[config.mk]
export PLATFORM = sky130hd
export DESIGN_NAME = hb_supervisor
export DESIGN_NICKNAME = d
export VERILOG_FILES = /design/src/rtl/hb_sup_pkg.sv /design/src/rtl/hb_sync.sv /design/src/rtl/hb_timer.sv /design/src/rtl/hb_fsm.sv /design/src/rtl/hb_supervisor.sv
export SDC_FILE = /design/constraint.sdc
export NUM_CORES = 1
export LEC_CHECK = 0
export BUFFER_PORTS_ARGS = -buffer_cell sky130_fd_sc_hd__buf_2
export CORE_MARGIN = 3
export CORE_UTILIZATION = 30
export CTS_CLUSTER_SIZE = 25
export DETAILED_ROUTE_END_ITERATION = 8
export PLACE_DENSITY = 0.5
export SYNTH_ARGS = -nofsm -noshare
export SYNTH_HDL_FRONTEND = slang
export SYNTH_SLANG_ARGS = --single-unit
[constraint.sdc]
create_clock -name clk -period 3.6 [get_ports clk]
set_input_delay 0.72 -clock clk [delete_from_list [all_inputs] [get_ports clk]]
set_output_delay 0.72 -clock clk [all_outputs]
set_load 0.02 [all_outputs]
[src/rtl/hb_sup_pkg.sv]
package hb_sup_pkg;

    typedef enum logic [2:0] {
        ST_OFF     = 3'd0,
        ST_RESET   = 3'd1,
        ST_WAIT    = 3'd2,
        ST_ACKED   = 3'd3,
        ST_QUIET   = 3'd4,
        ST_RECOVER = 3'd5
    } hb_state_e;

    typedef enum logic [2:0] {
        ERR_NONE    = 3'd0,
        ERR_MISSED  = 3'd1,
        ERR_LONG    = 3'd2,
        ERR_NO_FALL = 3'd3,
        ERR_LEVEL   = 3'd4
    } hb_err_e;

    typedef enum logic {
        MODE_COORD  = 1'b0,
        MODE_ENDDEV = 1'b1
    } hb_mode_e;

    typedef struct packed {
        logic ack;
        logic pwr_en;
        logic rst_n;
    } hb_lines_t;

    function automatic int unsigned hb_max(input int unsigned a, input int unsigned b);
        return (a > b) ? a : b;
    endfunction

    // Line levels driven toward the processor in each state.
    function automatic hb_lines_t hb_lines(input hb_state_e s);
        hb_lines_t l;
        l.ack    = (s == ST_ACKED);
        l.pwr_en = (s == ST_RESET) || (s == ST_WAIT) || (s == ST_ACKED) || (s == ST_QUIET);
        l.rst_n  = (s != ST_RESET);
        return l;
    endfunction

endpackage

[src/rtl/hb_sync.sv]
module hb_sync #(
    parameter int STAGES = 2
) (
    input  logic clk,
    input  logic rst,
    input  logic din,
    output logic dout
);
    logic [STAGES-1:0] chain_q;

    always_ff @(posedge clk) begin
        if (rst) chain_q <= '0;
        else     chain_q <= {chain_q[STAGES-2:0], din};
    end

    assign dout = chain_q[STAGES-1];
endmodule

[src/rtl/hb_timer.sv]
module hb_timer #(
    parameter int CW = 8
) (
    input  logic          clk,
    input  logic          rst,
    input  logic          load,
    input  logic [CW-1:0] load_val,
    output logic [CW-1:0] count,
    output logic          expired
);
    logic [CW-1:0] cnt_q;

    always_ff @(posedge clk) begin
        if (rst)                cnt_q <= '0;
        else if (load)          cnt_q <= load_val;
        else if (cnt_q != '0)   cnt_q <= cnt_q - 1'b1;
    end

    assign count   = cnt_q;
    assign expired = (cnt_q == '0);
endmodule

[src/rtl/hb_fsm.sv]
module hb_fsm
    import hb_sup_pkg::*;
#(
    parameter int CW           = 8,
    parameter int BEAT_CYC     = 12,
    parameter int MAX_HIGH_CYC = 6,
    parameter int FALL_CYC     = 10,
    parameter int QUIET_CYC    = 4,
    parameter int OFF_CYC      = 8,
    parameter int RST_CYC      = 4
) (
    input  logic          clk,
    input  logic          rst,
    input  logic          mode_i,
    input  logic          power_up_i,
    input  logic          req_s,
    input  logic [CW-1:0] tmr_count,
    input  logic          tmr_expired,
    output logic          tmr_load,
    output logic [CW-1:0] tmr_val,
    output logic          ack_o,
    output logic          pwr_en_o,
    output logic          rst_n_o,
    output logic [2:0]    err_code_o
);
    localparam logic [CW-1:0] LD_BEAT  = CW'(BEAT_CYC - 1);
    localparam logic [CW-1:0] LD_FALL  = CW'(FALL_CYC - 1);
    localparam logic [CW-1:0] LD_QUIET = CW'(QUIET_CYC - 1);
    localparam logic [CW-1:0] LD_OFF   = CW'(OFF_CYC - 1);
    localparam logic [CW-1:0] LD_RST   = CW'(RST_CYC - 1);
    // Remaining count at or below which a fall counts as late.
    localparam logic [CW-1:0] LATE_LIM = CW'(FALL_CYC - 1 - MAX_HIGH_CYC);

    hb_state_e st_q, st_d;
    hb_err_e   err_q, err_d;
    hb_mode_e  mode_q, mode_d;
    hb_err_e   fault_code;
    logic      fault;
    hb_lines_t lines;

    always_comb begin
        st_d       = st_q;
        err_d      = err_q;
        mode_d     = mode_q;
        tmr_load   = 1'b0;
        tmr_val    = '0;
        fault      = 1'b0;
        fault_code = ERR_NONE;
        case (st_q)
            ST_OFF: begin
                if (power_up_i) begin
                    st_d     = ST_RESET;
                    tmr_load = 1'b1;
                    tmr_val  = LD_RST;
                    mode_d   = hb_mode_e'(mode_i);
                end
            end
            ST_RESET: begin
                if (tmr_expired) begin
                    st_d     = ST_WAIT;
                    tmr_load = 1'b1;
                    tmr_val  = LD_BEAT;
                end
            end
            ST_WAIT: begin
                if (req_s) begin
                    st_d     = ST_ACKED;
                    tmr_load = 1'b1;
                    tmr_val  = LD_FALL;
                end else if (tmr_expired) begin
                    fault      = 1'b1;
                    fault_code = ERR_MISSED;
                end
            end
            ST_ACKED: begin
                if (!req_s) begin
                    if (tmr_count > LATE_LIM) begin
                        st_d     = ST_QUIET;
                        tmr_load = 1'b1;
                        tmr_val  = LD_QUIET;
                    end else begin
                        fault      = 1'b1;
                        fault_code = ERR_LONG;
                    end
                end else if (tmr_expired) begin
                    fault      = 1'b1;
                    fault_code = ERR_NO_FALL;
                end
            end
            ST_QUIET: begin
                if (req_s) begin
                    fault      = 1'b1;
                    fault_code = ERR_LEVEL;
                end else if (tmr_expired) begin
                    err_d = ERR_NONE;
                    if (mode_q == MODE_COORD) begin
                        st_d     = ST_WAIT;
                        tmr_load = 1'b1;
                        tmr_val  = LD_BEAT;
                    end else begin
                        st_d = ST_OFF;
                    end
                end
            end
            ST_RECOVER: begin
                if (tmr_expired) begin
                    st_d     = ST_RESET;
                    tmr_load = 1'b1;
                    tmr_val  = LD_RST;
                end
            end
            default: st_d = ST_OFF;
        endcase

        if (fault) begin
            err_d = fault_code;
            if (mode_q == MODE_COORD) begin
                st_d     = ST_RECOVER;
                tmr_load = 1'b1;
                tmr_val  = LD_OFF;
            end else begin
                st_d = ST_OFF;
            end
        end
    end

    always_ff @(posedge clk) begin
        if (rst) begin
            st_q   <= ST_OFF;
            err_q  <= ERR_NONE;
            mode_q <= MODE_COORD;
        end else begin
            st_q   <= st_d;
            err_q  <= err_d;
            mode_q <= mode_d;
        end
    end

    assign lines      = hb_lines(st_q);
    assign ack_o      = lines.ack;
    assign pwr_en_o   = lines.pwr_en;
    assign rst_n_o    = lines.rst_n;
    assign err_code_o = err_q;

    // Width of the current low phase of the processor reset line.
    logic [CW-1:0] rst_low_cnt;
    always_ff @(posedge clk) begin
        if (rst)           rst_low_cnt <= '0;
        else if (!rst_n_o) rst_low_cnt <= rst_low_cnt + 1'b1;
        else               rst_low_cnt <= '0;
    end

    assert_reset_width_R2: assert property (@(posedge clk) disable iff (rst)
        $rose(rst_n_o) |-> (rst_low_cnt == CW'(RST_CYC)));

    assert_ack_after_req_R3: assert property (@(posedge clk) disable iff (rst)
        $rose(ack_o) |-> $past(req_s));

    assert_ack_drop_clean_R4: assert property (@(posedge clk) disable iff (rst)
        ($fell(ack_o) && pwr_en_o) |-> !$past(req_s));

    assert_missed_from_wait_R5: assert property (@(posedge clk) disable iff (rst)
        (err_code_o == ERR_MISSED && $past(err_code_o) != ERR_MISSED) |-> $past(st_q == ST_WAIT));

    assert_nofall_from_acked_R7: assert property (@(posedge clk) disable iff (rst)
        (err_code_o == ERR_NO_FALL && $past(err_code_o) != ERR_NO_FALL) |-> $past(req_s));

    assert_level_from_quiet_R8: assert property (@(posedge clk) disable iff (rst)
        (err_code_o == ERR_LEVEL && $past(err_code_o) != ERR_LEVEL) |-> $past(st_q == ST_QUIET));

    assert_clear_on_done_R12: assert property (@(posedge clk) disable iff (rst)
        (err_code_o == ERR_NONE && $past(err_code_o) != ERR_NONE) |-> $past(st_q == ST_QUIET && !req_s));
endmodule

[src/rtl/hb_supervisor.sv]
module hb_supervisor
    import hb_sup_pkg::*;
#(
    parameter int BEAT_CYC     = 125_000_000,
    parameter int MAX_HIGH_CYC = 1_250,
    parameter int FALL_CYC     = 12_500,
    parameter int QUIET_CYC    = 125,
    parameter int OFF_CYC      = 250_000_000,
    parameter int RST_CYC      = 50,
    parameter int SYNC_STAGES  = 2
) (
    input  logic       clk,
    input  logic       rst,
    input  logic       mode_i,
    input  logic       power_up_i,
    input  logic       req_i,
    output logic       ack_o,
    output logic       pwr_en_o,
    output logic       rst_n_o,
    output logic [2:0] err_code_o
);
    localparam int unsigned MAX_LOAD =
        hb_max(hb_max(hb_max(BEAT_CYC, FALL_CYC), hb_max(QUIET_CYC, OFF_CYC)), RST_CYC);
    localparam int CW = (MAX_LOAD < 2) ? 1 : $clog2(MAX_LOAD + 1);

    logic          req_s;
    logic          tmr_load;
    logic [CW-1:0] tmr_val;
    logic [CW-1:0] tmr_count;
    logic          tmr_expired;

    hb_sync #(.STAGES(SYNC_STAGES)) u_sync (
        .clk  (clk),
        .rst  (rst),
        .din  (req_i),
        .dout (req_s)
    );

    hb_timer #(.CW(CW)) u_timer (
        .clk      (clk),
        .rst      (rst),
        .load     (tmr_load),
        .load_val (tmr_val),
        .count    (tmr_count),
        .expired  (tmr_expired)
    );

    hb_fsm #(
        .CW           (CW),
        .BEAT_CYC     (BEAT_CYC),
        .MAX_HIGH_CYC (MAX_HIGH_CYC),
        .FALL_CYC     (FALL_CYC),
        .QUIET_CYC    (QUIET_CYC),
        .OFF_CYC      (OFF_CYC),
        .RST_CYC      (RST_CYC)
    ) u_fsm (
        .clk         (clk),
        .rst         (rst),
        .mode_i      (mode_i),
        .power_up_i  (power_up_i),
        .req_s       (req_s),
        .tmr_count   (tmr_count),
        .tmr_expired (tmr_expired),
        .tmr_load    (tmr_load),
        .tmr_val     (tmr_val),
        .ack_o       (ack_o),
        .pwr_en_o    (pwr_en_o),
        .rst_n_o     (rst_n_o),
        .err_code_o  (err_code_o)
    );
endmodule

## After elaboration in Yosys (flattened, before gate mapping)

Index checks and enable logic that the tools add are counted.

- Bits in registers: 37
- Bits of input ports: 5
- Logic and storage cells: 87

- $add $sub $neg: 1
- Magnitude comparators: 1
- Equality and inequality tests: 15
- Mux-type cells: 52
- Reductions and logical operators: 13

Operator list:

| kind | number |
|---|---|
| two-way mux 28 bit | 7 |
| one-hot mux 28 bit (6 select lines) | 1 |
| two-way mux 27 bit | 2 |
| two-way mux 3 bit | 17 |
| > comparator 28 x 14 -> 1 bit, second input constant | 1 |
| zero test 28 bit | 1 |
| nonzero test 28 bit | 1 |
| subtractor 28 x 1 -> 28 bit, second input constant | 1 |
| != test 3 x 2 -> 1 bit, second input constant | 7 |
| one-hot mux 3 bit (6 select lines) | 1 |
| two-way mux 1 bit | 14 |
| two-way mux 14 bit | 1 |
| two-way mux 6 bit | 2 |
| one-hot mux 3 bit (3 select lines) | 1 |
| AND reduction 8 bit | 1 |
| two-way mux 7 bit | 1 |
| == test 3 x 2 -> 1 bit, second input constant | 2 |
| == test 3 bit, second input constant | 2 |
| two-way mux 2 bit | 3 |
| != test 3 x 1 -> 1 bit, second input constant | 2 |
| nonzero test 2 bit | 3 |
| one-hot mux 1 bit (5 select lines) | 1 |
| == test 3 x 1 -> 1 bit, second input constant | 1 |
| zero test 3 bit | 1 |
| other kinds (6) | 8 |

## Depth between registers and ports, before layout

- Depth after elaboration: 7
- Mapped depth: 10
- Mapped depth without buffers: 9

## Hierarchy

Synthesis repeated with hierarchy kept, for this count alone.

- Cell total of the unflattened synthesis: 314
- Area total of the unflattened synthesis: 2,621.3 um^2

Modules (own cells, without submodules):

| module | times used | cells each | area each (um^2) |
|---|---|---|---|
| hb_timer | 1 | 194 | 1,652.8 |
| hb_fsm | 1 | 116 | 915.9 |
| hb_sync | 1 | 4 | 52.6 |

## Worst setup path before layout

Ideal clock, no wire load.

- Kind: register -> register
- From: register u_timer.cnt_q[1] (netlist: u_timer.count[1])
- To: register u_timer.cnt_q[3] (netlist: u_timer.count[3])
- Arrival time: 2,424 ps
- Required time: 3,476 ps
- Path slack: 1,052 ps
- Stages on the path, launching flop included: 11
- Path buffers: 1
- Clock period less this slack: 2,548 ps
- Path through: dfxtp_1 -> inv_1 -> ha_1 -> or4b_1 -> o41a_1 -> a2111o_1 -> and3_1 -> clkbuf_1 -> a21o_1 -> nand2b_1 -> a31oi_1

- Cells in the longest elaborated chain, start to end: 7

Ends and longest elaborated chain:

| what | RTL line | RTL |
|---|---|---|
| start, declared | hb_timer.sv:11 | `logic [CW-1:0] cnt_q;` |
| start signal, assigned | hb_timer.sv:15 | `else if (load) cnt_q <= load_val;` |
| start signal, assigned | hb_timer.sv:16 | `else if (cnt_q != '0) cnt_q <= cnt_q - 1'b1;` |
| > comparator 28 x 14 -> 1 bit / zero test 28 bit (equally long branches) | hb_fsm.sv:77, hb_timer.sv:20 |  |
| two-way mux 7 bit, or another cell as far along | hb_fsm.sv:77 | `if (tmr_count > LATE_LIM) begin` |
| two-way mux 28 bit, or another cell as far along | hb_fsm.sv:76 | `if (!req_s) begin` |
| one-hot mux 28 bit (6 select lines) / one-hot mux 1 bit (5 select lines) (equally long branches) | hb_fsm.sv:49 | `case (st_q)` |
| two-way mux 28 bit / two-way mux 1 bit (equally long branches) | hb_fsm.sv:117 | `if (mode_q == MODE_COORD) begin` |
| two-way mux 28 bit / two-way mux 1 bit (equally long branches) | hb_fsm.sv:115 | `if (fault) begin` |
| two-way mux 28 bit / nonzero test 2 bit (equally long branches) | n/a |  |

Parallel ways exist; a longest one is shown, timed or not. The select of a mux whose other input is x is not followed.
A chain may end at the register's enable or synchronous reset.

## Final worst setup path

- From: register u_timer.cnt_q[1] (netlist: u_timer.count[1])
- To: register u_timer.cnt_q[14] (netlist: u_timer.count[14])

- Cells in the longest elaborated chain, start to end: 7

Ends and longest elaborated chain:

| what | RTL line |
|---|---|
| > comparator 28 x 14 -> 1 bit / zero test 28 bit (equally long branches) | hb_fsm.sv:77, hb_timer.sv:20 |
| two-way mux 1 bit, or another cell as far along | hb_fsm.sv:77 |
| two-way mux 1 bit, or another cell as far along | hb_fsm.sv:76 |
| one-hot mux 1 bit (5 select lines) / one-hot mux 28 bit (6 select lines) (equally long branches) | hb_fsm.sv:49 |
| two-way mux 1 bit / two-way mux 28 bit (equally long branches) | hb_fsm.sv:117 |
| two-way mux 1 bit / two-way mux 28 bit (equally long branches) | hb_fsm.sv:115 |
| two-way mux 28 bit / nonzero test 2 bit (equally long branches) | n/a |

Parallel ways exist; a longest one is shown, timed or not. The select of a mux whose other input is x is not followed.

==> flow_results.xml <==
<?xml version="1.0" encoding="UTF-8"?>
<metrics>
  <group name="final_layout">
    <metric name="area_growth" unit="%">13.47</metric>
    <metric name="final_layout_size_suffix_gt1_share" unit="%">11.81</metric>
    <metric name="seq_area" unit="um^2">740.7</metric>
    <metric name="multi_input_area" unit="mm^2">0.001421</metric>
    <metric name="final_design_area_no_fill" unit="mm^2">0.002509</metric>
    <metric name="diodes" unit="">0</metric>
    <metric name="layout.core_utilization" unit="%">35.93</metric>
    <metric name="layout.nets" unit="">295</metric>
    <metric name="count_of_fill_cells_added_during_filler_insertion" unit="">788</metric>
  </group>
  <group name="clock_network">
    <metric name="postCtsSetupBuffers" unit="">0</metric>
    <metric name="htree_levels" unit="">2</metric>
    <metric name="worst_skew_pair.late_latency" unit="ns">0.29</metric>
    <metric name="cts_root_buf" unit="">clkbuf_8</metric>
    <metric name="cts_tree" unit="">yes</metric>
    <metric name="post_cts_resize_count" unit="">0</metric>
    <metric name="clk_transition_reported_paths" unit="ns">0.08</metric>
    <metric name="clock_sinks" unit="">37</metric>
    <metric name="cts-hold-fix-buffers" unit="">0</metric>
    <metric name="clockBufferDepth" unit="">2</metric>
    <metric name="tritoncts.num_buffers" unit="">5</metric>
  </group>
  <group name="sta">
    <metric name="timing.fmax" unit="MHz">344.4</metric>
    <metric name="worst_slew_pin_slew" unit="ns">0.7450</metric>
    <metric name="maxSlewViolCount" unit="">0</metric>
    <metric name="setup_violations" unit="">0</metric>
    <metric name="hold_viol" unit="">0</metric>
    <metric name="slew_headroom" unit="%">49.71</metric>
    <metric name="tns" unit="ns">0</metric>
    <metric name="min_period" unit="ns">2.903</metric>
    <metric name="final.setup.worst_slack" unit="ns">0.6965</metric>
    <metric name="grt_setup_unrepaired" unit="">no</metric>
    <metric name="finalHoldWorstSlack" unit="ns">0.4403</metric>
    <metric name="clock-skew-final" unit="ns">0.003787</metric>
    <metric name="min_period_over_period" unit="%">80.65</metric>
  </group>
  <group name="logic_synthesis">
    <metric name="share_of_async_settable_or_async_resettable_flops_after_synthesis" unit="%">0</metric>
    <metric name="syn-mean-instance-area" unit="um^2">8.098</metric>
    <metric name="postSynthRegisterBits" unit="">37</metric>
    <metric name="synth.net_count" unit="">281</metric>
    <metric name="seq_area_frac_synth" unit="%">33.50</metric>
    <metric name="synth.distinct_cells" unit="">49</metric>
    <metric name="synth-xor-area-share" unit="%">9.111</metric>
    <metric name="most_used_dff_post_synth" unit="">dfxtp_1</metric>
    <metric name="yosys_warnings" unit="">0</metric>
    <metric name="synthSimpleGateAreaFrac" unit="%">29.60</metric>
    <metric name="main_combinational_cell_family_by_area_after_synthesis" unit="">simple AND/OR/NAND/NOR gates</metric>
    <metric name="muxShareOfSynthArea" unit="%">0.4527</metric>
    <metric name="synth-compound-area-share" unit="%">23.43</metric>
    <metric name="adder_and_majority_cell_fraction_of_the_synthesized_area" unit="%">1.698</metric>
    <metric name="synth_enable_flop_cells" unit="">0</metric>
    <metric name="syn_area" unit="mm^2">0.002211</metric>
    <metric name="syn-instance-count" unit="">273</metric>
  </group>
  <group name="worst_setup_path">
    <metric name="slowest_stage" unit="">or3_1</metric>
    <metric name="worstSetupPathDepth" unit="">9</metric>
    <metric name="worstSetupPathType" unit="">reg2reg</metric>
    <metric name="end_kind" unit="">flop</metric>
    <metric name="length_in_cells_of_the_worst_reg_to_reg_path" unit="">9</metric>
    <metric name="required" unit="ns">3.82</metric>
    <metric name="critical_path.cell_chain" unit="">inv_1, ha_1, or4b_1, o41a_1, a21oi_1, o211ai_4, or3_1, a21o_1, o21ai_1</metric>
    <metric name="buffering_stage_count_on_the_worst_path_with_inverters_included" unit="">1</metric>
    <metric name="start_kind" unit="">flop</metric>
    <metric name="crit_fanout" unit="">19</metric>
    <metric name="critical_path.max_stage_delay" unit="ns">0.47</metric>
    <metric name="cp_data_arrival_time" unit="ns">3.12</metric>
    <metric name="critical-path-top-delay-family" unit="">compound AO/OA/AOI/OAI gates</metric>
  </group>
  <group name="placement">
    <metric name="buffer_ports.inserted" unit="">10</metric>
    <metric name="postPlaceCellArea" unit="mm^2">0.002392</metric>
    <metric name="gpl.final_weighted_congestion" unit="">0.7925</metric>
    <metric name="dp.final_hpwl" unit="mm">4.094</metric>
    <metric name="dpl_worst_slack" unit="ns">0.7165</metric>
  </group>
  <group name="floorplanning">
    <metric name="fp.dieArea" unit="mm^2">0.008436</metric>
    <metric name="die_h" unit="um">91.85</metric>
    <metric name="floorplan.die.width" unit="um">91.85</metric>
    <metric name="design.portCount" unit="">11</metric>
    <metric name="core.rowCount" unit="">30</metric>
    <metric name="start_util" unit="%">31.67</metric>
    <metric name="coreArea" unit="mm^2">0.006982</metric>
  </group>
  <group name="global_routing">
    <metric name="grt_busiest_layer" unit="">met1</metric>
    <metric name="grt_pass1_vias" unit="">1854</metric>
    <metric name="grt_pass1_wl" unit="mm">9.425</metric>
    <metric name="grt_max_degree" unit="">20</metric>
    <metric name="gr-usage-all-layers" unit="%">13.78</metric>
    <metric name="gr-total-overflow" unit="">0</metric>
    <metric name="grt_util_met1" unit="%">20.52</metric>
    <metric name="gr-usage-met2" unit="%">20.44</metric>
    <metric name="antenna_found_initial" unit="">0</metric>
    <metric name="globalRouteMet3Util" unit="%">2.215</metric>
  </group>
  <group name="power">
    <metric name="power-per-cell-area" unit="mW/mm^2">932.6</metric>
    <metric name="leakage" unit="nW">0.9280</metric>
    <metric name="worst_ir_drop_vdd" unit="uV">278.5</metric>
  </group>
  <group name="drt">
    <metric name="dr.first_iter.drc_count" unit="">102</metric>
    <metric name="route.vias.total" unit="">1986</metric>
    <metric name="average_wire_per_cell_in_the_routed_design" unit="um">14.72</metric>
    <metric name="route.detailed.vias_per_inst" unit="">5.172</metric>
    <metric name="finalWirelength" unit="mm">5.654</metric>
    <metric name="first_pass_iters" unit="">4</metric>
    <metric name="post-route-drc-count" unit="">0</metric>
    <metric name="postRouteAntennaNets" unit="">0</metric>
  </group>
  <group name="outcome">
    <metric name="result_of_the_run" unit="">finished clean</metric>
  </group>
  <group name="job">
    <metric name="max_cap_viol_count" unit="">0</metric>
  </group>
  <group name="min_path">
    <metric name="worstHoldPathType" unit="">reg2reg</metric>
    <metric name="worstHoldPathCells" unit="">1</metric>
  </group>
</metrics>
## state kept, by name (all words and copies together) (netlist names)
name              cells
u_fsm.st_q            3
u_timer.count        28
u_fsm.err_code_o      3
u_sync.chain_q        2
u_fsm.mode_q          1
## cell usage after synthesis (6+ instances only)
cell type / instances / area, um^2
xnor2_1: 13 / 113.9
nor2b_1: 6 / 37.54
xor2_1: 10 / 87.58
nor2_1: 39 / 146.4
nor3_1: 7 / 35.03
nor4_1: 11 / 68.82
dfxtp_1: 37 / 740.7
nand4_1: 6 / 37.54
o21ai_0: 9 / 45.04
nand3_1: 7 / 35.03
a21oi_1: 16 / 80.08
nand2_1: 17 / 63.81
o21a_1: 10 / 75.07
clkbuf_1: 9 / 33.78
or3_1: 7 / 43.79
o21ai_1: 6 / 30.03
## kinds of logic (layout without fill, tap and decap cells)
| group | count (synthesis) | in the layout |
|---|---|---|
| AO/OA/AOI/OAI | 72 | 72 |
| XOR/XNOR | 23 | 23 |
| adder cells (fa/ha/maj) | 3 | 3 |
| buffers and inverters | 13 | 28 |
| flip-flops | 37 | 37 |
| multiplexers | 1 | 1 |
| AND/OR/NAND/NOR | 124 | 124 |
## per-stage QoR
step                      cells  power [mW]
final                       384       2.340
after global routing        384       2.536
after CTS                   384       2.345
after floorplan             273       1.622
after detailed placement    376       1.956
after global placement      376       1.976
## worst register-to-register path, delay by kind of cell (launching register included)
kind | cells | cell delay [ns]
AO/OA/AOI/OAI | 5 | 1.32
adder cells (fa/ha/maj) | 1 | 0.15
buffers and inverters | 1 | 0.12
flip-flops | 1 | 0.34
AND/OR/NAND/NOR | 2 | 0.91
## cell usage in the layout, fill, tap and decap left out, drive strengths merged, types with 10 or more instances in the layout
master	instances
o21a	10
xnor2	13
dfxtp	37
buf	16
nand2	17
o21ai	16
a21oi	17
nor2	40
nor4	13
xor2	10
## layout make-up
class,instances,area share [%]
Sequential cell,37,29.53
Timing Repair Buffer,16,3.791
Tap cell,96,4.788
Clock inverter,1,1.197
Inverter,4,0.5985
Clock buffer,7,3.441
Multi-Input combinational cell,223,56.66
## report_power, final
part,leakage [nW],internal [mW],switching [mW]
Sequential,0.302,0.518,0.169
Combinational,0.567,0.539,0.731
Clock,0.0585,0.226,0.156
Total,0.928,1.28,1.06
## worst paths after layout
| check | start | to | slack [ns] |
|---|---|---|---|
| max reg2reg | u_timer.count[1] | u_timer.count[14] | 0.70 |
| max | u_timer.count[1] | u_timer.count[14] | 0.70 |
| min reg2reg | u_sync.chain_q[0] | u_sync.chain_q[1] | 0.44 |
| min | u_sync.chain_q[0] | u_sync.chain_q[1] | 0.44 |
## per-layer routing
metal | vias up | share of wire, %
met5 | - | 0
met4 | 0 | 0.78
met3 | 4 | 3.2
met2 | 34 | 43
met1 | 926 | 53
li1 | 1022 | -
Power figures use the tool's default switching activity.
